**src/rtl/brg_err_agg.sv**
```systemverilog
module brg_err_agg #(
  parameter int unsigned ADDR_W   = 8,
  parameter int unsigned SYS_W    = 3,
  parameter logic [7:0]  STS_ADDR = 8'h06,
  parameter logic [7:0]  SYS_ADDR = 8'h40
) (
  input  logic              clk,
  input  logic              rst_n,
  input  logic              pri_data_perr,
  input  logic              pri_master_err,
  input  logic              sec_data_perr,
  input  logic              sec_master_err,
  input  logic [SYS_W-1:0]  sysbus_err,
  input  logic              pri_perr_en,
  input  logic              sec_perr_en,
  input  logic [SYS_W-1:0]  sysbus_en,
  input  logic              serr_en,
  input  logic              reg_wr,
  input  logic [ADDR_W-1:0] reg_addr,
  input  logic [15:0]       reg_wdata,
  input  logic [1:0]        reg_be,
  output logic [15:0]       status_q,
  output logic [SYS_W-1:0]  sysbus_sts,
  output logic              serr_strobe,
  output logic              serr_n
);

  logic pri_fire, sec_fire, sys_fire, any_fire;
  logic wr_sts_hi, wr_sys_lo;
  logic dpe_q, sse_q, strobe_q;
  logic [SYS_W-1:0] sys_q, sys_clr;
  logic unused_wdata;

  assign pri_fire = pri_perr_en & (pri_data_perr | pri_master_err);
  assign sec_fire = sec_perr_en & (sec_data_perr | sec_master_err);
  assign sys_fire = |(sysbus_err & sysbus_en);
  assign any_fire = pri_fire | sec_fire | sys_fire;

  assign wr_sts_hi = reg_wr & (reg_addr == ADDR_W'(STS_ADDR)) & reg_be[1];
  assign wr_sys_lo = reg_wr & (reg_addr == ADDR_W'(SYS_ADDR)) & reg_be[0];
  assign sys_clr   = wr_sys_lo ? reg_wdata[SYS_W-1:0] : '0;
  assign unused_wdata = ^reg_wdata[13:SYS_W];

  always_ff @(posedge clk) begin
    if (!rst_n) begin
      dpe_q    <= 1'b0;
      sse_q    <= 1'b0;
      sys_q    <= '0;
      strobe_q <= 1'b0;
    end else begin
      dpe_q    <= (dpe_q & ~(wr_sts_hi & reg_wdata[15])) | pri_data_perr;
      sse_q    <= (sse_q & ~(wr_sts_hi & reg_wdata[14])) | (any_fire & serr_en);
      sys_q    <= (sys_q & ~sys_clr) | sysbus_err;
      strobe_q <= any_fire;
    end
  end

  assign status_q    = {dpe_q, sse_q, 9'b0, 1'b1, 4'b0};
  assign sysbus_sts  = sys_q;
  assign serr_strobe = strobe_q;
  assign serr_n      = ~strobe_q;

endmodule

```
**config.mk**
```make
export PLATFORM = sky130hd
export DESIGN_NAME = brg_err_agg
export DESIGN_NICKNAME = d
export VERILOG_FILES = /design/src/rtl/brg_err_agg.sv
export SDC_FILE = /design/constraint.sdc
export NUM_CORES = 1
export LEC_CHECK = 0
export ABC_AREA = 1
export CAP_MARGIN = 20
export CORE_MARGIN = 2
export CORE_UTILIZATION = 24
export CTS_CLUSTER_SIZE = 24
export DETAILED_ROUTE_END_ITERATION = 10
export PLACE_DENSITY = 0.79
export SLEW_MARGIN = 10
export SYNTH_ARGS = -nofsm -noshare
export SYNTH_HDL_FRONTEND = slang
export SYNTH_SLANG_ARGS = --single-unit
```
**constraint.sdc**
```tcl
create_clock -name clk -period 0.8 [get_ports clk]
set_input_delay 0.12 -clock clk [delete_from_list [all_inputs] [get_ports clk]]
set_output_delay 0.12 -clock clk [all_outputs]
set_load 0.02 [all_outputs]
```
---- Yosys cells after proc, flatten, opt, wreduce, memory -nomap -nowiden ----
Index checks and enable logic that the tools add are counted.
word-level totals
  logic and storage cells ................. 32
  bits in writable memories ............... 0
  register bits ........................... 6
  bits in latches ......................... 0
  memories kept ........................... 0
  bits of input ports ..................... 42
  output and inout port bits .............. 21
  bits in read-only memories .............. 0
cells by class
  add/sub/neg operators ................... 0
  order comparisons ....................... 0
  muxes and demuxes ....................... 1
  shifts and indexed selects .............. 0
  reduce and logical (&&, ||, !) cells .... 1
  equal/unequal tests ..................... 2
  $mul .................................... 0
  bitwise operators ....................... 24
  div/mod/pow operators ................... 0
operators with widths
  kind                  number
  $and A1 B1 Y1         11
  $eq A8 B3 Y1 const B  1
  $eq A8 B7 Y1 const B  1
  $and A3 B3 Y3         2
  $or A1 B1 Y1          6
  $mux W3               1
  $not A1 Y1            3
  $not A3 Y3            1
  $or A3 B3 Y3          1
  $reduce_or A3 Y1      1

---- Depth between registers and ports, before layout ----
Gate-level depths: netlist (run 1).
  word-level depth ........................ 7
  mapped depth ............................ 7
  gate-level depth less buffers ........... 7

---- Least setup slack after synthesis (run 1) ----
Ideal clock, no wire load.
  kind .................................... register -> output
  start point ............................. register strobe_q, in the netlist serr_strobe
  end point ............................... output port serr_n
  buffers on the path ..................... 0
  data required time ...................... 680 ps
  arrival time ............................ 565 ps
  setup slack ............................. 115 ps
  cell stages (with the launch flop) ...... 2
  cell sequence ........................... dfxtp_1 -> inv_1
between the ends
  cells in the longest elaborated chain, start to end .. 1
ends and longest elaborated chain
  item                    RTL line  source
  from (decl)             30        logic dpe_q, sse_q, strobe_q;
  from (signal assigned)  54        strobe_q <= any_fire;
  $not A1 Y1              61        assign serr_n = ~strobe_q;
  to (decl)               25        output logic serr_n
No other way between the ends.

---- Final worst setup path (run 1) ----
Ends and elaborated chain as after synthesis.

==> flow_metrics.py, run 1 <==
metrics = {
    "clock_tree": {
        "ctsLongestPathBuffers": 2,
        "ctsHtreeMaxLevel": 1,
        "cts-buffers-inserted": 3,
        "clk_latency_ns": 0.24,
        "cts.clk_slew.worst_paths_ns": 0.04,
        "clock-sinks": 6,
        "cts_root_buf": "clkbuf_4",
        "tritoncts": "done",
    },
    "floorplanning": {
        "ios": 63,
        "dieHeight_um": 47.7,
        "rows": 15,
        "die_area_mm2": 0.00228,
        "dieWidth_um": 47.7,
        "core-area_mm2": 0.00176,
        "start_util": 0.260,
    },
    "routing": {
        "routedWlPerCell_um": 8.27,
        "dr_total_vias": 541,
        "drt_iter0_drc": 2,
        "first_pass_iters": 4,
        "finalWirelength_mm": 1.17,
        "routed_via_density": 3.84,
        "drcViolationCount": 0,
        "ant_nets": 0,
    },
    "finish": {
        "fill_cells": 203,
        "drive_gt1_frac": 0.276,
        "num-nets-final": 160,
        "syn_to_final_growth_pct": 86.1,
        "fin_util": 0.484,
        "antenna_cells": 0,
    },
    "power_and_ir_drop": {
        "p_int_mw": 0.691,
        "cellLeakagePower_nw": 0.468,
        "switchingPower_mw": 0.298,
        "ir_drop_mv": 0.530,
        "seqPwrFrac": 0.350,
        "p_per_area_mw_per_mm2": 1160,
        "comb_power_share": 0.370,
        "p_clk_frac": 0.280,
        "power.share.switching": 0.302,
    },
    "status": {
        "status": "finished, violations left",
        "violations": "negative setup slack",
    },
    "global_routing": {
        "grt_pass1_wl_mm": 1.58,
        "grt_max_degree": 5,
        "grt_overflow": 0,
        "antenna_found_initial": 0,
        "grt_usage": 0.106,
        "first_global_vias": 467,
    },
    "min_path": {
        "hp-class": "in -> reg",
    },
    "sta": {
        "tns_ns": -0.0771,
        "worst_slack_ns": -0.0492,
        "hold_viol_final": 0,
        "period_share": 1.06,
        "grt_setup_unrepaired": "true",
        "report.final.slew_viol_count": 0,
        "period_minus_slack_ns": 0.849,
        "fmax_mhz": 1180,
        "finalSetupViolCount": 5,
        "finalClockSkew_ns": 0,
    },
    "logic_synthesis": {
        "synth-seq-cells": 6,
        "synthCells": 74,
        "synth_top_cell_by_area": "dfxtp_1",
        "yosysTopAreaCellShare": 0.262,
        "ys_types": 12,
        "ys_top_cells_by_area": "dfxtp_1, buf_4, nand2_1, inv_1, nor2_1",
        "ys_warn_count": 0,
        "avgSynthCellArea_um2": 6.21,
        "syn-cell-area_um2": 459,
        "synth-seq-area-share": 0.262,
    },
    "critical_path": {
        "cp_slowest_stage_delay_ns": 0.34,
        "path_class": "reg -> out",
        "start_kind": "flop",
        "crit_arrival_ns": 0.73,
        "required_ns": 0.68,
        "crit_fanout": 2,
        "cpMaxStageDelayCell": "dfxtp_2",
        "crit_path_end_kind": "output port",
        "worstPathCellList": "inv_2, buf_6",
    },
    "flow_run": {
        "drv_cap": 0,
    },
    "placement": {
        "dp.final_hpwl_mm": 1.01,
        "io_buffers": 37,
        "place.gp.congestion": 0.670,
    },
}
synthesized netlist by cell type:
cell type	instances
nand2_1	16
buf_4	16
o21ai_0	2
nand4_1	1
a21oi_1	4
nor2_1	8
inv_1	12
dfxtp_1	6
a31oi_1	1
nor2_2	3
nand3_1	3
conb_1	2
metrics by stage:
stage               area, um^2  cells  power (mW)  worst slack (ns)  hold WS, ns
floorplan                  504     86       0.551             0.115        0.223
global placement           823    137       0.716            -0.413        0.449
detailed placement         823    137       0.723            -0.491        0.454
CTS                        841    140       0.990           -0.0556        0.371
global route               855    141        1.05           -0.0694        0.175
finish                     855    141       0.989           -0.0492        0.156
cells by family after synthesis:
kind of cell	Yosys count	share of synthesized area
other cells	2	0.0164
simple gates	31	0.283
flops	6	0.262
buf+inv	28	0.360
compound gates	7	0.0790
path summary, 6_finish.rpt:
path | cells past startpoint | to | slack, ns | start
worst max-delay path | 2 | serr_n | -0.05 | serr_strobe
worst min-delay path | 3 | sse_q | 0.16 | rst_n
worst max register to register | 3 | sysbus_sts[0] | 0.14 | sysbus_sts[0]
worst min register to register | 2 | dpe_q | 0.46 | dpe_q
cell type report:
type	instances	area [um^2]	share of cell area
Clock buffer	3	22.5	0.0264
Inverter	12	45.0	0.0527
Multi-Input combinational cell	52	226	0.265
Sequential cell	6	128	0.149
Tap cell	25	31.3	0.0366
Timing Repair Buffer	43	402	0.470
power by group through the flow:
stage	clock (mW)	sequential [mW]	combinational [mW]
2_1_floorplan	0	0.358	0.193
3_3_place_gp	0	0.340	0.376
3_5_place_dp	0	0.341	0.382
4_1_cts	0.284	0.344	0.362
5_1_grt	0.301	0.347	0.400
6_report	0.277	0.346	0.366
per-layer routing:
layer,global-route usage,part of all wire,vias to the layer above
li1,-,-,279
met2,0.221,0.51,43
met3,0.0226,0.13,4
met4,0.0811,0.015,0
met5,0,0,-
met1,0.0769,0.35,215
cell usage in the layout, fill, tap and decap left out:
| cell type | count |
|---|---|
| a21oi_2 | 2 |
| inv_2 | 1 |
| clkdlybuf4s15_1 | 5 |
| clkbuf_2 | 4 |
| nand3_1 | 3 |
| o21ai_1 | 2 |
| nand2_1 | 16 |
| a21oi_1 | 2 |
| dlygate4sd2_1 | 8 |
| inv_1 | 11 |
| dfxtp_2 | 6 |
| buf_4 | 6 |
| a31oi_1 | 1 |
| clkdlybuf4s50_1 | 10 |
| nor2_1 | 8 |
| conb_1 | 14 |
| buf_6 | 7 |
| nand4_1 | 1 |
| dlymetal6s2s_1 | 3 |
| clkbuf_4 | 3 |
| nor2_2 | 3 |
sequential cells by signal, indices dropped and copies added (netlist names):
| register | cells |
|---|---|
| sse_q | 1 |
| sysbus_sts | 3 |
| dpe_q | 1 |
| serr_strobe | 1 |
worst max-delay path, delay by kind of cell (launching register included):
| kind | cells | cell delay, ns |
|---|---|---|
| buf+inv | 2 | 0.16 |
| flops | 1 | 0.34 |
what timing repair did:
action                                 4_1_cts  5_1_grt
gates resized for setup                     67       19
endpoints found under the hold margin        0        0
hold buffers                                 0        0
buffers inserted                             0        1
pin swaps                                   21       16
setup endpoints to repair                   12       12
No activity file was read; power rests on OpenSTA's default activity.
==> run 2, diff against run 1 <==
--- a/config.mk
+++ b/config.mk
@@ -12,6 +12,7 @@
 export CTS_CLUSTER_SIZE = 24
 export DETAILED_ROUTE_END_ITERATION = 10
 export PLACE_DENSITY = 0.79
+export SETUP_SLACK_MARGIN = 0.02
 export SLEW_MARGIN = 10
 export SYNTH_ARGS = -nofsm -noshare
 export SYNTH_HDL_FRONTEND = slang
==> run 2 against run 1 <==
The run still ends with negative setup slack left. Sequential power about the same. Utilization down 0.99 points. Flip-flop and latch count unchanged. Clock-buffer cell count unchanged. Cell count unchanged. Die area unchanged. Via count up 0.74%. Global-route usage up 0.15 points. Design area down 2.0%. Wire length down 0.51%. First-iteration DRC count unchanged. Worst hold slack better by 0.091 ns. Largest power group unchanged.
==> flow_metrics.py, run 2 (same netlist as run 1, synthesis figures left out) <==
metrics = {
    "sta": {
        "finalSetupViolCount": 6,
        "worst_slack_ns": -0.0399,
        "period_share": 1.05,
        "report.final.slew_viol_count": 0,
        "hold_viol_final": 0,
        "grt_setup_unrepaired": "true",
        "tns_ns": -0.0899,
        "whs_ns": 0.247,
        "period_minus_slack_ns": 0.840,
        "finalClockSkew_ns": 0,
        "fmax_mhz": 1190,
    },
    "routing": {
        "routedWlPerCell_um": 8.23,
        "drt_iter0_drc": 2,
        "first_pass_iters": 2,
        "ant_nets": 0,
        "routed_via_density": 3.87,
        "finalWirelength_mm": 1.16,
        "dr_total_vias": 545,
        "drcViolationCount": 0,
    },
    "power_and_ir_drop": {
        "p_int_mw": 0.684,
        "comb_power_share": 0.369,
        "p_clk_frac": 0.281,
        "switchingPower_mw": 0.301,
        "p_per_area_mw_per_mm2": 1180,
        "ir_drop_mv": 0.536,
        "finalPower_mw": 0.986,
        "power.share.switching": 0.306,
        "seqPwrFrac": 0.350,
        "cellLeakagePower_nw": 0.450,
    },
    "floorplanning": {
        "dieWidth_um": 47.7,
        "start_util": 0.260,
        "core-area_mm2": 0.00176,
        "ios": 63,
        "die_area_mm2": 0.00228,
        "rows": 15,
        "dieHeight_um": 47.7,
    },
    "critical_path": {
        "path_buf_inv": 2,
        "cpMaxStageDelayCell": "dfxtp_2",
        "start_kind": "flop",
        "crit_arrival_ns": 0.72,
        "path_class": "reg -> out",
        "worstPathCellList": "inv_2, buf_6",
        "required_ns": 0.68,
        "crit_fanout": 2,
        "crit_path_end_kind": "output port",
        "crit_family": "flip-flops",
        "cp_slowest_stage_delay_ns": 0.33,
    },
    "global_routing": {
        "grt_usage": 0.107,
        "antenna_found_initial": 0,
        "grt_pass1_wl_mm": 1.60,
        "grt_max_degree": 5,
        "grt_overflow": 0,
        "first_global_vias": 468,
    },
    "clock_tree": {
        "cts_hold_buf": 0,
        "tritoncts": "done",
        "cts.clk_slew.worst_paths_ns": 0.04,
        "clk_latency_ns": 0.24,
        "clock-sinks": 6,
        "ctsLongestPathBuffers": 2,
        "cts_root_buf": "clkbuf_4",
        "ctsHtreeMaxLevel": 1,
        "cts-buffers-inserted": 3,
    },
    "finish": {
        "num-nets-final": 160,
        "multiInputGateArea_um2": 238,
        "largest_reg_flops": 3,
        "antenna_cells": 0,
        "fill_cells": 208,
        "layout_common_cells": "nand2_1, conb_1, inv_1",
        "ff_latch_area_um2": 128,
        "drive_gt1_frac": 0.353,
        "syn_to_final_growth_pct": 82.3,
        "fin_util": 0.474,
    },
    "min_path": {
        "hp-class": "in -> reg",
    },
    "flow_run": {
        "drv_cap": 0,
    },
    "placement": {
        "dp.final_hpwl_mm": 1.01,
        "io_buffers": 37,
        "place.gp.congestion": 0.670,
    },
    "status": {
        "violations": "negative setup slack",
        "status": "finished, violations left",
    },
}
## run 2: per-stage QoR
| step | setup WS [ns] | instances | cell area [um^2] |
|---|---|---|---|
| after global routing | -0.0581 | 141 | 837 |
| after floorplan | 0.115 | 86 | 504 |
| final | -0.0399 | 141 | 837 |
| after detailed placement | -0.491 | 137 | 823 |
| after CTS | -0.0429 | 140 | 842 |
| after global placement | -0.413 | 137 | 823 |
## run 2: layer usage
layer  vias to the layer above  GRT usage  share of wire
met5                         -          0              0
met4                         0     0.0811          0.018
met3                         4     0.0226           0.12
met2                        38      0.224           0.51
met1                       224     0.0792           0.35
li1                        279          -              -
## run 2: worst register-to-register path: stages, from the launching register on
cell and delay [ns]:
dfxtp_2 0.32, buf_4 0.13, nand2_2 0.06, a21oi_2 0.04
## run 2: timing repair
action                                  in CTS  in global routing
resized for setup                           73                 22
endpoints found under the setup margin      12                 12
setup buffers                                0                  1
pin swaps                                   21                 19
## run 2: cell type report
| type | count | share of cell area |
|---|---|---|
| Sequential cell | 6 | 0.152 |
| Clock buffer | 3 | 0.0269 |
| Tap cell | 25 | 0.0374 |
| Multi-Input combinational cell | 52 | 0.284 |
| Timing Repair Buffer | 43 | 0.445 |
| Inverter | 12 | 0.0538 |
## run 2: worst paths after layout
kind                  startpoint            end  slack (ns)  depth (start not counted)
hold reg to reg            dpe_q          dpe_q        0.46                          2
setup / recovery     serr_strobe         serr_n       -0.04                          2
hold / removal    pri_master_err    serr_strobe        0.25                          3
setup reg to reg   sysbus_sts[0]  sysbus_sts[0]        0.15                          3
## run 2: power by group through the flow
| stage | clock, mW | sequential (mW) | combinational, mW |
|---|---|---|---|
| 2_1_floorplan | 0 | 0.358 | 0.193 |
| 3_3_place_gp | 0 | 0.340 | 0.376 |
| 3_5_place_dp | 0 | 0.341 | 0.382 |
| 4_1_cts | 0.284 | 0.344 | 0.359 |
| 5_1_grt | 0.301 | 0.347 | 0.397 |
| 6_report | 0.277 | 0.345 | 0.363 |
==> run 3, diff against run 2 <==
--- a/config.mk
+++ b/config.mk
@@ -17,3 +17,4 @@
 export SYNTH_ARGS = -nofsm -noshare
 export SYNTH_HDL_FRONTEND = slang
 export SYNTH_SLANG_ARGS = --single-unit
+export TNS_END_PERCENT = 10
==> run 3 against run 2 <==
Clock skew unchanged. Sequential power about the same. Design area increased by 4.9%. Non-clock buffer count decreased by 1. Register-to-register slack improved by 0.04 ns. Global-route usage decreased by 0.077 points. Largest power group unchanged. The run still ends with negative setup slack left. Combinational power increased by 1%. Critical path depth unchanged. Cell count decreased by 0.71%. Via count increased by 0.37%. Sequential share of layout area decreased by 0.72 points. Utilization increased by 2.3 points.
==> flow_metrics.py, run 3 (same netlist as run 1, synthesis figures left out) <==
metrics = {
    "global_routing": {
        "first_global_vias": 465,
        "grt_max_degree": 5,
        "grt_pass1_wl_mm": 1.59,
        "antenna_found_initial": 0,
        "grt_usage": 0.106,
        "grt_overflow": 0,
    },
    "critical_path": {
        "worstPathCellList": "inv_2, buf_6",
        "path_buf_inv": 2,
        "crit_path_end_kind": "output port",
        "r2r_slack_ns": 0.19,
        "crit_fanout": 2,
        "cp_slowest_stage_delay_ns": 0.33,
        "crit_family": "flip-flops",
        "crit_arrival_ns": 0.72,
        "required_ns": 0.68,
        "start_kind": "flop",
        "cpMaxStageDelayCell": "dfxtp_2",
        "path_class": "reg -> out",
    },
    "routing": {
        "ant_nets": 0,
        "dr_total_vias": 547,
        "finalWirelength_mm": 1.26,
        "drcViolationCount": 0,
        "first_pass_iters": 4,
        "drt_iter0_drc": 4,
        "routedWlPerCell_um": 9.01,
        "routed_via_density": 3.91,
    },
    "finish": {
        "syn_to_final_growth_pct": 91.3,
        "drive_gt1_frac": 0.252,
        "num-nets-final": 159,
        "fill_cells": 207,
        "fin_cells": 140,
        "final_common_cell": "nand2_1",
        "layout_common_cells": "nand2_1, conb_1, dlymetal6s2s_1",
        "largest_reg_flops": 3,
        "antenna_cells": 0,
    },
    "clock_tree": {
        "cts_root_buf": "clkbuf_4",
        "clock-sinks": 6,
        "ctsHtreeMaxLevel": 1,
        "cts_hold_buf": 0,
        "cts.clk_slew.worst_paths_ns": 0.04,
        "post-cts-setup-buffer-count": 0,
        "tritoncts": "done",
        "clk_latency_ns": 0.24,
        "cts-buffers-inserted": 3,
        "ctsLongestPathBuffers": 2,
    },
    "floorplanning": {
        "dieHeight_um": 47.7,
        "core-area_mm2": 0.00176,
        "die_area_mm2": 0.00228,
        "dieWidth_um": 47.7,
        "ios": 63,
        "start_util": 0.260,
        "rows": 15,
    },
    "sta": {
        "whs_ns": 0.157,
        "grt_setup_unrepaired": "true",
        "period_minus_slack_ns": 0.837,
        "finalClockSkew_ns": 0,
        "worst_slack_ns": -0.0371,
        "finalSetupViolCount": 5,
        "period_share": 1.05,
        "fmax_mhz": 1190,
        "hold_viol_final": 0,
        "report.final.slew_viol_count": 0,
    },
    "power_and_ir_drop": {
        "finalPower_mw": 0.989,
        "power.share.switching": 0.303,
        "p_clk_frac": 0.280,
        "seqPwrFrac": 0.349,
        "p_int_mw": 0.690,
        "p_per_area_mw_per_mm2": 1130,
        "comb_power_share": 0.371,
        "switchingPower_mw": 0.300,
        "cellLeakagePower_nw": 0.539,
        "ir_drop_mv": 0.518,
    },
    "status": {
        "violations": "negative setup slack",
        "status": "finished, violations left",
    },
    "placement": {
        "place.gp.congestion": 0.670,
        "io_buffers": 37,
        "dp.final_hpwl_mm": 1.01,
        "dp.cells": 137,
    },
    "flow_run": {
        "drv_cap": 0,
    },
    "min_path": {
        "hp-class": "in -> reg",
    },
}
-- run 3: layer usage --
layer  share of wire  GRT usage  wire, um  up-vias
met3            0.12     0.0226       147        2
met2            0.54      0.224       684       38
met4          0.0063     0.0811         8        0
met1            0.33     0.0769       421      233
li1                -          -         -      274
met5               0          0         0        -
-- run 3: power groups by stage --
stage               Sequential (mW)  Combinational (mW)  Clock, mW
floorplan                     0.358               0.193          0
global placement              0.340               0.376          0
detailed placement            0.341               0.382          0
CTS                           0.344               0.371      0.284
global route                  0.347               0.401      0.301
finish                        0.345               0.367      0.277
-- run 3: layout make-up --
class / count / area, um^2 / share of cell area
repair buffers: 42 / 425 / 0.484
multi-input cells: 52 / 226 / 0.258
flip-flops and latches: 6 / 128 / 0.145
inverters: 12 / 45.0 / 0.0513
well taps: 25 / 31.3 / 0.0356
clock buffers: 3 / 22.5 / 0.0256
-- run 3: path summary, 6_finish.rpt --
| check | startpoint | end | depth (start not counted) |
|---|---|---|---|
| min reg2reg | dpe_q | dpe_q | 2 |
| min | rst_n | sse_q | 3 |
| max reg2reg | sysbus_sts[1] | sysbus_sts[1] | 2 |
| max | serr_strobe | serr_n | 2 |
-- run 3: stage by stage --
step                 util  instance area (um^2)  TNS (ns)  setup WS [ns]
floorplan               -                   504         0          0.115
global placement    0.467                   823     -3.83         -0.413
detailed placement  0.467                   823     -4.21         -0.491
CTS                 0.482                   850    -0.170        -0.0429
global route        0.498                   878    -0.373        -0.0581
finish              0.498                   878   -0.0764        -0.0371
-- run 3: repair_timing --
item	in CTS	in global routing
pin swaps	14	16
resized for setup	59	21
setup endpoints to repair	12	12
-- run 3: worst reg2reg max path: cells and delay by family, from the launching register on --
kind            cells  cell delay, ns
compound gates      1            0.14
flops               1            0.33
simple gates        1            0.07
